### src/rtl/evt_cluster_packer.sv
module evt_cluster_packer #(
  parameter int TS_W           = 16,
  parameter int CHUNK_CLUSTERS = 64,
  parameter int FORCE_TICKS    = 32768
) (
  input  logic        clk,
  input  logic        rst_n,
  input  logic        smp_valid,
  input  logic [15:0] smp_word,
  output logic        out_valid,
  input  logic        out_ready,
  output logic [7:0]  out_byte,
  output logic        out_last,
  output logic        overflow
);
  localparam int EVENTS      = 7;
  localparam int CL_BYTES    = 2 + 2 * EVENTS;
  localparam int CL_BITS     = 8 * CL_BYTES;
  localparam int CHUNK_BYTES = CHUNK_CLUSTERS * CL_BYTES;
  localparam int BIDX_W      = $clog2(CHUNK_BYTES);
  localparam int CNT_W       = $clog2(CL_BYTES + 1);
  localparam int GAP_W       = $clog2(FORCE_TICKS) + 1;
  localparam int FILL_W      = 3;

  logic [TS_W-1:0]           tick_q, ts_q;
  logic [3:0]                last_q;
  logic [FILL_W-1:0]         fill_q;
  logic [GAP_W-1:0]          gap_q;
  logic [16*(EVENTS-1)-1:0]  ev_q;
  logic [CL_BITS-1:0]        obuf_q;
  logic [CNT_W-1:0]          ocnt_q;
  logic [BIDX_W-1:0]         bidx_q;
  logic                      ovf_q;
  logic [15:0]               ev_word;

  always_comb
    for (int c = 0; c < 4; c++)
      for (int k = 0; k < 4; k++)
        ev_word[4*c+k] = smp_word[4*k+c];

  wire idle_tick = (smp_word == {4{last_q}});
  wire forced    = (gap_q >= GAP_W'(FORCE_TICKS));
  wire start     = smp_valid && (fill_q == '0) && (!idle_tick || forced);
  wire store     = smp_valid && ((fill_q != '0) || start);
  wire done      = store && (fill_q == FILL_W'(EVENTS - 1));
  wire take      = out_valid && out_ready;
  wire free      = (ocnt_q == '0) || ((ocnt_q == CNT_W'(1)) && out_ready);
  wire load      = done && free;
  wire [CL_BITS-1:0] cluster = {ev_word, ev_q, 16'(ts_q)};

  assign out_valid = (ocnt_q != '0);
  assign out_byte  = obuf_q[7:0];
  assign out_last  = out_valid && (bidx_q == BIDX_W'(CHUNK_BYTES - 1));
  assign overflow  = ovf_q;

  always_ff @(posedge clk) begin
    if (!rst_n) begin
      tick_q <= '0;
      ts_q   <= '0;
      last_q <= '0;
      fill_q <= '0;
      gap_q  <= '0;
      ev_q   <= '0;
    end else if (smp_valid) begin
      tick_q <= tick_q + 1'b1;
      if (start) begin
        ts_q  <= tick_q;
        gap_q <= GAP_W'(1);
      end else if (!forced) begin
        gap_q <= gap_q + 1'b1;
      end
      if (store) begin
        last_q <= smp_word[15:12];
        if (done) fill_q <= '0;
        else begin
          fill_q <= fill_q + 1'b1;
          ev_q[16*fill_q +: 16] <= ev_word;
        end
      end
    end
  end

  always_ff @(posedge clk) begin
    if (!rst_n) begin
      obuf_q <= '0;
      ocnt_q <= '0;
      bidx_q <= '0;
      ovf_q  <= 1'b0;
    end else begin
      if (load) begin
        obuf_q <= cluster;
        ocnt_q <= CNT_W'(CL_BYTES);
      end else if (take) begin
        obuf_q <= obuf_q >> 8;
        ocnt_q <= ocnt_q - 1'b1;
      end
      if (take)
        bidx_q <= (bidx_q == BIDX_W'(CHUNK_BYTES - 1)) ? '0 : bidx_q + 1'b1;
      if (done && !free) ovf_q <= 1'b1;
    end
  end

  p_hold_r8: assert property (@(posedge clk) disable iff (!rst_n)
    out_valid && !out_ready |=> out_valid && $stable(out_byte));
  p_sticky_ovf_r7: assert property (@(posedge clk) disable iff (!rst_n)
    overflow |=> overflow);
  p_last_in_frame_r6: assert property (@(posedge clk) disable iff (!rst_n)
    out_last |-> out_valid);
  p_gap_bound_r5: assert property (@(posedge clk) disable iff (!rst_n)
    gap_q <= GAP_W'(FORCE_TICKS));
  p_fill_bound_r4: assert property (@(posedge clk) disable iff (!rst_n)
    fill_q < FILL_W'(EVENTS));
  p_reset_quiet_r1: assert property (@(posedge clk)
    $rose(rst_n) |-> !out_valid && !overflow);
endmodule

### config.mk
export PLATFORM = sky130hd
export DESIGN_NAME = evt_cluster_packer
export DESIGN_NICKNAME = d
export VERILOG_FILES = /design/src/rtl/evt_cluster_packer.sv
export SDC_FILE = /design/constraint.sdc
export NUM_CORES = 1
export LEC_CHECK = 0
export BUFFER_PORTS_ARGS = -buffer_cell sky130_fd_sc_hd__buf_2
export CORE_MARGIN = 1.5
export CORE_UTILIZATION = 40
export CTS_BUF_LIST = sky130_fd_sc_hd__clkbuf_4 sky130_fd_sc_hd__clkbuf_8
export DETAILED_ROUTE_END_ITERATION = 10
export PLACE_DENSITY_LB_ADDON = 0.12
export SETUP_SLACK_MARGIN = 0.15
export SLEW_MARGIN = 20
export SYNTH_ARGS = -nofsm -noshare
export SYNTH_HDL_FRONTEND = slang
export SYNTH_SLANG_ARGS = --single-unit
### constraint.sdc
create_clock -name clk -period 3 [get_ports clk]
set_clock_uncertainty 0.05 [all_clocks]
set_input_delay 0.15 -clock clk [delete_from_list [all_inputs] [get_ports clk]]
set_output_delay 0.15 -clock clk [all_outputs]
set_load 0.005 [all_outputs]
==> Word level (Yosys, flattened, before mapping) <==
Index checks and enable logic that the tools add are counted.
{ "word_totals": {"out_inout_bits": 11, "word_cells": 60, "ff_bits": 295, "in_bits": 20} }
{ "classes": {"reduce_logical": 24, "n_shift": 2, "n_bitwise": 2, "addsub": 6, "muxes": 9, "n_lt_le_gt_ge": 1, "eq_ne": 5} }
{ "op_table": {"columns": ["op", "n"], "rows": [
  ["128-bit 2-to-1 mux", 2],
  ["96-bit bitwise mux", 1],
  ["16-bit by 34-bit variable shift with 96-bit output, first input constant", 1],
  ["16-bit by 34-bit variable part select with 96-bit output", 1],
  ["7-bit negation with 34-bit output", 1],
  ["16-bit by 1-bit adder with 16-bit output, second input constant", 2],
  ["16-bit 2-to-1 mux", 2],
  ["16-bit equality test", 1],
  ["16-bit greater-or-equal comparator, second input constant", 1],
  ["10-bit by 1-bit adder with 10-bit output, second input constant", 1],
  ["10-bit equality test, second input constant", 1],
  ["10-bit 2-to-1 mux", 1],
  ["5-bit 2-to-1 mux", 2],
  ["1-bit logical AND", 9],
  ["2-bit AND reduction", 3],
  ["5-bit by 1-bit equality test with 1-bit output, second input constant", 1],
  ["5-bit logical NOT", 1],
  ["5-bit nonzero test", 1],
  ["5-bit by 1-bit subtractor with 5-bit output, second input constant", 1],
  ["3-bit by 1-bit adder with 3-bit output, second input constant", 1],
  ["3-bit equality test, second input constant", 1],
  ["3-bit logical NOT", 1],
  ["1-bit logical OR", 3],
  ["3-bit 2-to-1 mux", 1],
  ["other kinds (7)", 9]
]} }

==> Logic depth before layout (Yosys ltp) <==
{ "depth": {"depth_word": 9, "ltp_mapped": 11} }

==> Worst setup path after synthesis <==
No wires, ideal clock.
{ "synth_timing": {"kind": "register to register", "start": "reg fill_q[0]", "end": "reg ev_q[11]", "arrival_ns": 2.345, "stages_incl_launch_ff": 8, "period_less_slack_ns": 2.466, "path_slack_ns": 0.534, "required_time_ns": 2.878, "setup_time_ns": 0.072, "path_buffers": 1, "path_cell_list": "dfxtp_1 inv_1 ha_1 ha_1 or4_1 nor2_2 buf_4 mux2i_1"} }
{ "synth_between": {"elab_chain_cells": 8} }
{ "synth_rtl": {"columns": ["item", "line_no", "rtl"], "rows": [
  ["from (decl)", "27", "logic [FILL_W-1:0] fill_q;"],
  ["from (signal assigned)", "76", "fill_q <= fill_q + 1'b1;"],
  ["parallel branches: the longest is 8 deep, another holds 7-bit negation with 34-bit output", null, null],
  ["to (signal, indexed assignment)", "77", "ev_q[16*fill_q +: 16] <= ev_word;"],
  ["to (decl)", "29", "logic [16*(EVENTS-1)-1:0] ev_q;"]
]} }
Parallel ways; which one is timed is not known.
A chain may end at the register's enable or synchronous reset.

==> Final worst setup path <==
{ "layout_timing": {"start": "reg ocnt_q[0]", "end": "reg obuf_q[9]"} }
{ "layout_between": {"elab_chain_cells": 5} }
{ "layout_rtl": {"columns": ["item", "line_no", "rtl"], "rows": [
  ["from (decl)", "31", "logic [CNT_W-1:0] ocnt_q;"],
  ["from (signal assigned)", "92", "ocnt_q <= CNT_W'(CL_BYTES);"],
  ["from (signal assigned)", "95", "ocnt_q <= ocnt_q - 1'b1;"],
  ["5-bit by 1-bit equality test with 1-bit output", "47", "wire free = (ocnt_q == '0) || ((ocnt_q == CNT_W'(1)) && out_ready);"],
  ["1-bit logical AND", "47", null],
  ["1-bit logical OR", "47", null],
  ["1-bit logical AND", "48", "wire load = done && free;"],
  ["128-bit 2-to-1 mux or 2-bit nonzero test (tied branches)", null, null],
  ["to (signal assigned)", "91", "obuf_q <= cluster;"],
  ["to (signal assigned)", "94", "obuf_q <= obuf_q >> 8;"],
  ["to (decl)", "30", "logic [CL_BITS-1:0] obuf_q;"]
]} }
Several ways; a longest one is shown, not always the timed one.

==> flow_metrics.py <==
metrics = {
    "run_status": {
        "status": "finished clean",
    },
    "worst_setup_path": {
        "arrival_ps": 2870,
        "cp.required_ps": 3410,
        "max_stage_delay_ps": 600,
        "cp-end-kind": "register",
        "cp-start-kind": "register",
        "cpMostUsedCell": "inv_1",
        "slowest_stage": "and2_4",
        "cp_max_fo": 33,
        "crit_family": "simple AND/OR/NAND/NOR gates",
        "worstPathCellList": "inv_1, ha_1, nor4b_2, inv_1, and2_4, buf_4, mux2i_1, a211o_1, o21ai_0",
        "worst-path-buf-inv": 3,
        "crit_type": "reg2reg",
    },
    "yosys": {
        "synthFlopType": "dfxtp_1",
        "seq_area_frac_synth_pct": 45.7,
        "synth-edff-count": 0,
        "syn_nets": 1382,
        "ys_seq_elements": 295,
        "postSynthAreaPerCell_um2": 9.57,
        "yosys_warnings": 0,
        "syn_inst": 1350,
        "async_reset_ff_share_pct": 0,
        "yosys.cell_types.count": 48,
        "syn-cell-area_um2": 12900,
    },
    "run": {
        "maxCapViolCount": 0,
    },
    "floorplanning": {
        "ioPinCount": 31,
        "die_y_um": 183,
        "rows": 65,
        "core_area_um2": 31600,
        "die_area_um2": 33400,
        "initial_core_util_pct": 40.8,
        "fp.dieW_um": 183,
    },
    "final_layout": {
        "multi_input_area_um2": 6440,
        "area_growth_pct": 14.4,
        "final-seq-area_um2": 5910,
        "layout_commonest_cell": "dfxtp_1",
        "n_fill_cell": 3029,
        "nets": 1407,
        "insertedDiodeCount": 0,
        "layout_common_cells": "295 x dfxtp_1, 248 x mux2i_1, 189 x nand2_1",
        "final_util_pct": 46.7,
        "final_layout_size_suffix_gt1_share_pct": 12.7,
    },
    "clocking": {
        "clk_path_buf_depth": 3,
        "clkLatencyLatePin_ps": 590,
        "htreeDepth": 2,
        "clkTransAtPathRegs_ps": 60,
        "clkSinkCount": 295,
        "cts_root_buffer": "clkbuf_8",
        "tritoncts": "yes",
        "cts_setup_buffers": 0,
        "cts_buffers": 52,
    },
    "detailed_routing": {
        "wl_met1_mm": 15.7,
        "route.met2.wl_mm": 15.2,
        "top_layer": "met4",
        "wl_per_cell_um": 17.9,
        "firstDrtPassIters": 4,
        "wl_met3_um": 926,
        "totalWireLength_mm": 32.6,
        "drt_iter0_drc": 498,
        "viasPerCell": 5.35,
        "route.vias.total": 9731,
        "drc_errors": 0,
        "ant_nets": 0,
    },
    "global_route": {
        "grt_max_degree": 100,
        "antenna_found_initial": 0,
        "grt_pass1_vias": 9668,
        "grt_pass1_wl_mm": 52.6,
        "gr-total-overflow": 0,
        "track_usage_pct": 19.6,
    },
    "place": {
        "place.port_buffers": 30,
        "globalplace.congestion": 0.784,
        "place_hpwl_mm": 19.8,
    },
    "sta": {
        "finalSetupViolations": 0,
        "worst_slew_pin_slew_ps": 856,
        "finalCriticalPeriod_ps": 2460,
        "holdWs_ps": 402,
        "rsz0062_at_grt": "false",
        "period_share_pct": 81.9,
        "report.final.slew_viol_count": 0,
        "fmax_ghz": 0.407,
        "hold_viol": 0,
        "setup_tns_ps": 0,
        "worst_slew_margin_rel_pct": 42.9,
    },
    "power": {
        "power_leakage_nw": 5.27,
        "p_per_area_nw_per_um2": 635,
        "peakVddDrop_mv": 0.852,
    },
    "worst_hold_path": {
        "hold_path_class": "in2reg",
    },
}
==> routing by layer <==
layer / track usage [%] / vias to the layer above
li1: - / 4865
met5: 0 / -
met3: 3.04 / 56
met4: 6.31 / 0
met2: 32.7 / 102
met1: 26.1 / 4708
==> power breakdown <==
group / internal (mW) / switching (mW)
clock network: 2.28 / 1.67
registers: 3.97 / 0.0400
logic: 0.628 / 0.798
total: 6.88 / 2.51
==> worst min-delay path, cell delays in order <==
cell,delay (ps)
dlygate4sd3_1,520
buf_2,190
nand2_1,70
mux2i_1,60
==> per-stage QoR <==
stage | cell area, um2 | total power [mW] | worst slack (ps) | cells
floorplan | 12900 | 5.05 | 534 | 1350
global placement | 13500 | 5.52 | 376 | 1704
detailed placement | 13500 | 5.52 | 324 | 1704
CTS | 14800 | 9.54 | 310 | 1818
global route | 14800 | 9.80 | 340 | 1818
finish | 14800 | 9.39 | 544 | 1818
==> logic make-up after synthesis <==
kind of cell | after synthesis | synth area share (%)
multiplexers | 248 | 19.2
XOR/XNOR | 40 | 2.71
AO/OA/AOI/OAI | 245 | 13.1
flip-flops | 295 | 45.7
adder cells (fa/ha/maj) | 12 | 1.16
buffers and inverters | 130 | 4.64
AND/OR/NAND/NOR | 380 | 13.5
==> cells in the mapped netlist (7+ instances only) <==
| master | n | area, um2 |
|---|---|---|
| dfxtp_1 | 295 | 5910 |
| mux2i_1 | 248 | 2480 |
| nand2_1 | 190 | 713 |
| o21ai_0 | 106 | 531 |
| a211o_1 | 104 | 911 |
| clkbuf_1 | 70 | 263 |
| nor2_1 | 65 | 244 |
| nand3_1 | 37 | 185 |
| nand4_1 | 28 | 175 |
| xor2_1 | 25 | 219 |
| buf_2 | 20 | 100 |
| o31ai_1 | 17 | 128 |
| xnor2_1 | 15 | 131 |
| ha_1 | 12 | 150 |
| inv_1 | 12 | 45.0 |
| buf_1 | 11 | 41.3 |
| buf_4 | 11 | 82.6 |
| and3_1 | 10 | 62.6 |
| nor3_1 | 10 | 50.1 |
| and4_1 | 9 | 78.8 |
| nor4_1 | 7 | 43.8 |
==> what timing repair did <==
| item | 4_1_cts | 5_1_grt |
|---|---|---|
| gates resized for setup | 0 | 0 |
| hold endpoints to repair | 156 | 0 |
| setup endpoints to repair | 0 | 0 |
| hold buffers | 19 | 0 |
==> path summary, 6_finish.rpt <==
path / start / endpoint / slack, ps / cells after the start
max reg2reg: ocnt_q[0]$_SDFFE_PP0P_ / obuf_q[9]$_SDFFE_PN0P_ / 540 / 9
min: smp_word[8] / ev_q[34]$_SDFFE_PN0P_ / 400 / 4
max: ocnt_q[0]$_SDFFE_PP0P_ / obuf_q[9]$_SDFFE_PN0P_ / 540 / 9
min reg2reg: ev_q[35]$_SDFFE_PN0P_ / obuf_q[51]$_SDFFE_PN0P_ / 410 / 2
==> final cells by class <==
cell class,count,area share [%]
flip-flops and latches,295,39.9
multi-input cells,925,43.5
inverters,12,0.339
repair buffers,89,5.08
clock inverters,8,0.355
well taps,402,3.40
clock buffers,87,7.34
==> state kept, by name, indices dropped and copies added (netlist names) <==
register,cells
ts_q,16
overflow,1
bidx_q,10
last_q,4
ocnt_q,5
gap_q,16
ev_q,96
fill_q,3
obuf_q,128
tick_q,16
(Power assumes the default switching activity.)
